### config.mk
export PLATFORM = sky130hd
export DESIGN_NAME = pushpop_seq
export DESIGN_NICKNAME = d
export VERILOG_FILES = /design/src/rtl/pushpop_pkg.sv /design/src/rtl/pushpop_order.sv /design/src/rtl/pushpop_pick.sv /design/src/rtl/pushpop_seq.sv
export SDC_FILE = /design/constraint.sdc
export NUM_CORES = 1
export LEC_CHECK = 0
export CORE_MARGIN = 2
export CORE_UTILIZATION = 45
export DETAILED_ROUTE_END_ITERATION = 12
export DONT_BUFFER_PORTS = 1
export GPL_ROUTABILITY_DRIVEN = 0
export HOLD_SLACK_MARGIN = 0.15
export SLEW_MARGIN = 10
export SYNTH_ARGS = -nofsm -noshare
export SYNTH_HDL_FRONTEND = slang
export SYNTH_SLANG_ARGS = --single-unit
### constraint.sdc
create_clock -name clk -period 3.5 [get_ports clk]
set_clock_uncertainty 0.05 [all_clocks]
set_input_delay 0.35 -clock clk [delete_from_list [all_inputs] [get_ports clk]]
set_output_delay 0.35 -clock clk [all_outputs]
set_load 0.1 [all_outputs]
### src/rtl/pushpop_pkg.sv
`timescale 1ns/1ps
package pushpop_pkg;
  localparam int NUM_WREG  = 10;
  localparam int NUM_BREG  = 8;
  localparam int NUM_SLOT  = NUM_WREG;
  localparam int REG_IDX_W = 4;
  localparam logic [REG_IDX_W-1:0] REG_P = 4'd5;

  typedef enum logic [1:0] {ST_IDLE, ST_SCAN, ST_XFER, ST_WB} pp_state_e;

  // Pointer selector to word-register index.
  function automatic logic [REG_IDX_W-1:0] sp_reg(input logic [2:0] sel);
    case (sel)
      3'd0:    return 4'd0;  // W
      3'd1:    return 4'd1;  // X
      3'd2:    return 4'd2;  // Y
      3'd3:    return 4'd3;  // Z
      3'd4:    return 4'd4;  // S
      3'd5:    return 4'd7;  // U
      3'd6:    return 4'd5;  // P
      default: return 4'd6;  // L
    endcase
  endfunction

  // Transfer slot to register index; P is moved to the end of pop order.
  function automatic logic [REG_IDX_W-1:0] slot_reg(input logic word, input logic push,
                                                    input logic [REG_IDX_W-1:0] slot);
    logic [REG_IDX_W-1:0] k;
    if (word) k = push ? 4'(NUM_WREG-1) - slot : slot;
    else      k = push ? 4'(NUM_BREG-1) - slot : slot;
    if (word) begin
      if (k == 4'(NUM_WREG-1)) return REG_P;
      if (k >= REG_P)          return k + 4'd1;
    end
    return k;
  endfunction
endpackage

### src/rtl/pushpop_order.sv
`timescale 1ns/1ps
module pushpop_order
  import pushpop_pkg::*;
#(
  parameter int NSLOT = NUM_SLOT,
  parameter int NMASK = NUM_WREG
) (
  input  logic             word,
  input  logic             push,
  input  logic [NMASK-1:0] mask,
  output logic [NSLOT-1:0] pend
);
  for (genvar s = 0; s < NSLOT; s++) begin : g_slot
    logic [REG_IDX_W-1:0] reg_of_slot;
    assign reg_of_slot = slot_reg(word, push, REG_IDX_W'(s));
    assign pend[s] = (word || (s < NUM_BREG)) && mask[reg_of_slot];
  end
endmodule

### src/rtl/pushpop_pick.sv
`timescale 1ns/1ps
module pushpop_pick #(
  parameter int N  = 10,
  parameter int IW = $clog2(N)
) (
  input  logic [N-1:0]  pend,
  output logic          found,
  output logic [IW-1:0] idx
);
  always_comb begin
    found = 1'b0;
    idx   = '0;
    for (int i = N - 1; i >= 0; i--) begin
      if (pend[i]) begin
        found = 1'b1;
        idx   = IW'(i);
      end
    end
  end
endmodule

### src/rtl/pushpop_seq.sv
`timescale 1ns/1ps
module pushpop_seq
  import pushpop_pkg::*;
#(
  parameter int BYTE_W = 10
) (
  input  logic                  clk,
  input  logic                  rst,
  input  logic                  start,
  input  logic                  cmd_push,
  input  logic                  cmd_word,
  input  logic [2:0]            cmd_sp_sel,
  input  logic [NUM_WREG-1:0]   cmd_mask,
  output logic                  busy,
  output logic                  done,
  output logic                  rf_rd_word,
  output logic [REG_IDX_W-1:0]  rf_rd_idx,
  input  logic [2*BYTE_W-1:0]   rf_rd_data,
  output logic                  rf_wr_en,
  output logic                  rf_wr_word,
  output logic [REG_IDX_W-1:0]  rf_wr_idx,
  output logic [2*BYTE_W-1:0]   rf_wr_data,
  output logic                  mem_req,
  output logic                  mem_we,
  output logic [2*BYTE_W-1:0]   mem_addr,
  output logic [BYTE_W-1:0]     mem_wdata,
  input  logic                  mem_ack,
  input  logic [BYTE_W-1:0]     mem_rdata
);
  localparam int AW = 2 * BYTE_W;
  localparam int SW = $clog2(NUM_SLOT);
  localparam logic [AW-1:0] ONE = AW'(1);
  localparam logic [AW-1:0] TWO = AW'(2);

  pp_state_e            state;
  logic                 word_q, push_q, second_q;
  logic [REG_IDX_W-1:0] spreg_q, cur_q;
  logic [AW-1:0]        sp_q, sp_orig_q, buf_q;
  logic [NUM_SLOT-1:0]  pend_q, start_pend;
  logic                 pick_found;
  logic [SW-1:0]        pick_idx;
  logic [REG_IDX_W-1:0] pick_reg;
  logic [AW-1:0]        push_val;
  logic                 pick_is_sp;

  pushpop_order #(.NSLOT(NUM_SLOT), .NMASK(NUM_WREG)) u_order (
    .word (cmd_word),
    .push (cmd_push),
    .mask (cmd_mask),
    .pend (start_pend)
  );

  pushpop_pick #(.N(NUM_SLOT), .IW(SW)) u_pick (
    .pend  (pend_q),
    .found (pick_found),
    .idx   (pick_idx)
  );

  assign pick_reg   = slot_reg(word_q, push_q, REG_IDX_W'(pick_idx));
  assign pick_is_sp = word_q && (pick_reg == spreg_q);
  assign busy       = (state != ST_IDLE);

  // Read port: pointer while idle, the register being pushed otherwise.
  always_comb begin
    if (state == ST_IDLE) begin
      rf_rd_word = 1'b1;
      rf_rd_idx  = sp_reg(cmd_sp_sel);
    end else begin
      rf_rd_word = word_q;
      rf_rd_idx  = pick_reg;
    end
  end

  always_comb begin
    if (pick_is_sp)  push_val = sp_orig_q;
    else if (word_q) push_val = rf_rd_data;
    else             push_val = {{BYTE_W{1'b0}}, rf_rd_data[BYTE_W-1:0]};
  end

  always_ff @(posedge clk) begin
    if (rst) begin
      state      <= ST_IDLE;
      word_q     <= 1'b0;
      push_q     <= 1'b0;
      second_q   <= 1'b0;
      spreg_q    <= '0;
      cur_q      <= '0;
      sp_q       <= '0;
      sp_orig_q  <= '0;
      buf_q      <= '0;
      pend_q     <= '0;
      done       <= 1'b0;
      rf_wr_en   <= 1'b0;
      rf_wr_word <= 1'b0;
      rf_wr_idx  <= '0;
      rf_wr_data <= '0;
      mem_req    <= 1'b0;
      mem_we     <= 1'b0;
      mem_addr   <= '0;
      mem_wdata  <= '0;
    end else begin
      done     <= 1'b0;
      rf_wr_en <= 1'b0;
      case (state)
        ST_IDLE: begin
          if (start) begin
            word_q    <= cmd_word;
            push_q    <= cmd_push;
            spreg_q   <= sp_reg(cmd_sp_sel);
            sp_q      <= rf_rd_data;
            sp_orig_q <= rf_rd_data;
            pend_q    <= start_pend;
            if (start_pend == '0) done  <= 1'b1;
            else                  state <= ST_SCAN;
          end
        end
        ST_SCAN: begin
          if (!pick_found) begin
            state <= ST_WB;
          end else begin
            pend_q[pick_idx] <= 1'b0;
            if (!push_q && pick_is_sp) begin
              sp_q <= sp_q + TWO;
            end else begin
              cur_q    <= pick_reg;
              mem_req  <= 1'b1;
              mem_we   <= push_q;
              second_q <= word_q;
              state    <= ST_XFER;
              if (push_q) begin
                mem_addr  <= sp_q - ONE;
                sp_q      <= sp_q - ONE;
                mem_wdata <= push_val[BYTE_W-1:0];
                buf_q     <= push_val;
              end else begin
                mem_addr <= sp_q;
                sp_q     <= sp_q + ONE;
              end
            end
          end
        end
        ST_XFER: begin
          if (mem_ack) begin
            if (second_q) begin
              second_q <= 1'b0;
              if (push_q) begin
                mem_addr  <= sp_q - ONE;
                sp_q      <= sp_q - ONE;
                mem_wdata <= buf_q[AW-1:BYTE_W];
              end else begin
                buf_q[AW-1:BYTE_W] <= mem_rdata;
                mem_addr <= sp_q;
                sp_q     <= sp_q + ONE;
              end
            end else begin
              mem_req <= 1'b0;
              state   <= ST_SCAN;
              if (!push_q) begin
                rf_wr_en   <= 1'b1;
                rf_wr_word <= word_q;
                rf_wr_idx  <= cur_q;
                rf_wr_data <= word_q ? {buf_q[AW-1:BYTE_W], mem_rdata}
                                     : {{BYTE_W{1'b0}}, mem_rdata};
              end
            end
          end
        end
        default: begin
          rf_wr_en   <= 1'b1;
          rf_wr_word <= 1'b1;
          rf_wr_idx  <= spreg_q;
          rf_wr_data <= sp_q;
          done       <= 1'b1;
          state      <= ST_IDLE;
        end
      endcase
    end
  end
endmodule

==> flow_metrics.env <==
export IMPL_end_kind="register"
export IMPL_io_pins=114
export IMPL_fin_crit_sh_pct=111
export IMPL_critPathMaxFanout=7
export IMPL_max_cap_violations=0
export IMPL_ir_drop_uv=847
export IMPL_fmax_mhz=258
export IMPL_area_growth_pct=37.5
export IMPL_wl_um=29100
export IMPL_hold_class="in -> reg"
export IMPL_slew_violations=0
export IMPL_hpwlAfterDp_um=19200
export IMPL_dieArea_um2=19400
export IMPL_finalSetupViolCount=72
export IMPL_cts_sinks=131
export IMPL_cellLeakagePower_nw=4.43
export IMPL_n_antenna_cell=0
export IMPL_dp_cells=1314
export IMPL_grt_pass1_wl_um=45600
export IMPL_dp_slack_ns=-0.419
export IMPL_drive_above_1_share_pct=23.7
export IMPL_fin_setup_tns_ns=-19.33
export IMPL_synth_edf_count=0
export IMPL_cts_buffers=17
export IMPL_grt_total_usage_pct=29.1
export IMPL_ys_seq_area_share_pct=31.8
export IMPL_async_flop_share_pct=0
export IMPL_start_util_pct=45.9
export IMPL_insertion_delay_ns=0.43
export IMPL_detail_route_first_pass_iterations=6
export IMPL_final_util_pct=63.2
export IMPL_htree_levels=4
export IMPL_nNetsFinal=1283
export IMPL_drt_initial_drc_count=979
export IMPL_hold_viol=0
export IMPL_clock_root_buffer="clkbuf_16"
export IMPL_synth_area_um2=8250
export IMPL_worstPathRequired_ns=3.75
export IMPL_grt_ovfl_total=0
export IMPL_cts_tree="done"
export IMPL_port_buffers=0
export IMPL_synth_cell_types=74
export IMPL_crit_type="reg -> reg"
export IMPL_avgViaCountPerCell=5.96
export IMPL_start_kind="register"
export IMPL_ys_seq_elements=131
export IMPL_syn_num_nets=1139
export IMPL_chipHeight_um=139
export IMPL_fillerInstances=1540
export IMPL_worstPathArrival_ns=4.12
export IMPL_power_density_nw_per_um2=1090
export IMPL_finalPower_mw=12.4
export IMPL_final_instance_count_excl_fill=1454
export IMPL_slew_headroom_pct=30.2
export IMPL_tightest_slew_ns=1.05
export IMPL_min_period_ns=3.87
export IMPL_setup_ws_ns=-0.371
export IMPL_remaining_drc_errors=0
export IMPL_dpl_cell_area_um2=9220
export IMPL_antenna_found_initial=0
export IMPL_syn_inst=1068
export IMPL_die_w_um=139
export IMPL_clockBufferDepth=2
export IMPL_grt_max_degree=67
export IMPL_avgSynthCellArea_um2=7.72
export IMPL_ant_nets=0
export IMPL_clk_pin_slew_ns=0.06
export IMPL_post_route_cell_area_um2=11300
export IMPL_hold_ws_ns=0.174
export IMPL_synthFlopType="dfxtp_1"
export IMPL_wl_per_cell_um=20.0
export IMPL_yosysWarnings=0
export IMPL_vias=8665
export IMPL_status="finished with violations"
export IMPL_violations="setup timing"
export IMPL_grt_pass1_vias=8167
export IMPL_rows=49
export IMPL_core_area_um2=18000
export IMPL_rsz0062_at_grt="yes"
[cell usage in the layout (no fill, tap or decap), types with 13 or more instances in the layout]
| master | netlist | final |
|---|---|---|
| buf_4 | 2 | 115 |
| nor2_1 | 138 | 122 |
| a211oi_1 | 41 | 33 |
| and3_1 | 28 | 21 |
| dlygate4sd3_1 | 0 | 75 |
| dfxtp_1 | 131 | 127 |
| inv_1 | 37 | 36 |
| a311oi_1 | 24 | 22 |
| nand3_1 | 32 | 29 |
| nor3_1 | 21 | 20 |
| o21ai_1 | 1 | 16 |
| xor2_1 | 14 | 14 |
| mux2i_1 | 45 | 41 |
| xnor2_1 | 22 | 20 |
| o21ai_0 | 42 | 24 |
| nor2_2 | 1 | 13 |
| nand2_1 | 139 | 137 |
| clkbuf_16 | 0 | 18 |
| a21oi_1 | 60 | 58 |
| ha_1 | 22 | 18 |
[sequential cells by signal (all words and copies together) (netlist names), 4 cells and up]
signal and cells:
buf_q 10, cur_q 4, mem_addr 20, mem_wdata 10, pend_q 10, rf_wr_data 20
rf_wr_idx 4, sp_orig_q 20, sp_q 20
[final timing paths]
kind / from / endpoint / slack (ns) / cells past startpoint
max reg2reg: pend_q[6]$_SDFFE_PP0P_ / sp_q[17]$_SDFFE_PP0P_ / -0.37 / 17
min: cmd_sp_sel[0] / spreg_q[0]$_SDFFE_PP0P_ / 0.17 / 3
max: pend_q[6]$_SDFFE_PP0P_ / sp_q[17]$_SDFFE_PP0P_ / -0.37 / 17
min reg2reg: cur_q[0]$_SDFFE_PP0P_ / cur_q[0]$_SDFFE_PP0P_ / 0.41 / 2
[worst max-delay path: stages (launching register included)]
cell	delay, ns
dfxtp_2	0.33
buf_4	0.13
nor3_1	0.11
o21ai_0	0.17
a31o_2	0.32
xnor2_2	0.24
inv_1	0.10
ha_2	0.23
nor2b_4	0.15
and3_4	0.24
a211o_1	0.18
o311ai_4	0.14
a311oi_4	0.37
buf_4	0.20
a41oi_4	0.17
clkbuf_16	0.22
a221oi_4	0.30
nor4_1	0.08
[what timing repair did]
action	4_1_cts	5_1_grt
hold endpoints to repair	121	0
gates resized for setup	73	39
endpoints found under the setup margin	73	74
pin swaps	15	22
setup buffers	16	15
cloned	1	1
hold buffers	76	0
[kinds of logic after synthesis]
logic type / count (synthesis) / share of synthesized area [%]
adders and majority gates: 22 / 3.34
and+or+nand+nor: 431 / 24.1
xor gates and xnor gates: 37 / 4.10
buffers and inverters: 124 / 6.13
muxes: 53 / 7.37
AOI/OAI and AO/OA: 270 / 23.2
DFF: 131 / 31.8
[area by class of cell]
cell class / instances / area [um2] / area share (%)
multi-input cells: 814 / 5750 / 50.7
inverters: 38 / 145 / 1.28
clock inverters: 13 / 149 / 1.31
repair buffers: 210 / 1950 / 17.2
clock buffers: 19 / 433 / 3.82
well taps: 229 / 287 / 2.53
flip-flops and latches: 131 / 2630 / 23.2
[layer usage]
layer / GRT usage, % / up-vias / routed length (um)
met4: 9.89 / 0 / 802
met5: 0 / - / 0
met1: 40.6 / 4053 / 12600
met2: 43.8 / 393 / 13000
met3: 7.64 / 63 / 2720
li1: - / 4156 / -
[synth_stat cells, types with 13 or more instances]
master      n  area share (%)
xor2_1     14             1.5
or3_1      13            0.99
nor3_1     21             1.3
nor2_1    138             6.3
mux2i_1    45             5.5
ha_1       22             3.3
clkbuf_1   65             3.0
a21oi_1    60             3.6
nand2_1   139             6.3
and3_1     28             2.1
a211oi_1   41             3.7
inv_1      37             1.7
xnor2_1    22             2.3
nand3_1    32             1.9
a311oi_1   24             2.5
dfxtp_1   131              32
a221oi_1   13             1.4
o21ai_0    42             2.5
[report_power, final]
part | internal, mW | switching, mW
clock network | 1.06 | 0.741
registers | 1.97 | 2.18
logic | 2.84 | 3.59
(Power assumes the default switching activity.)
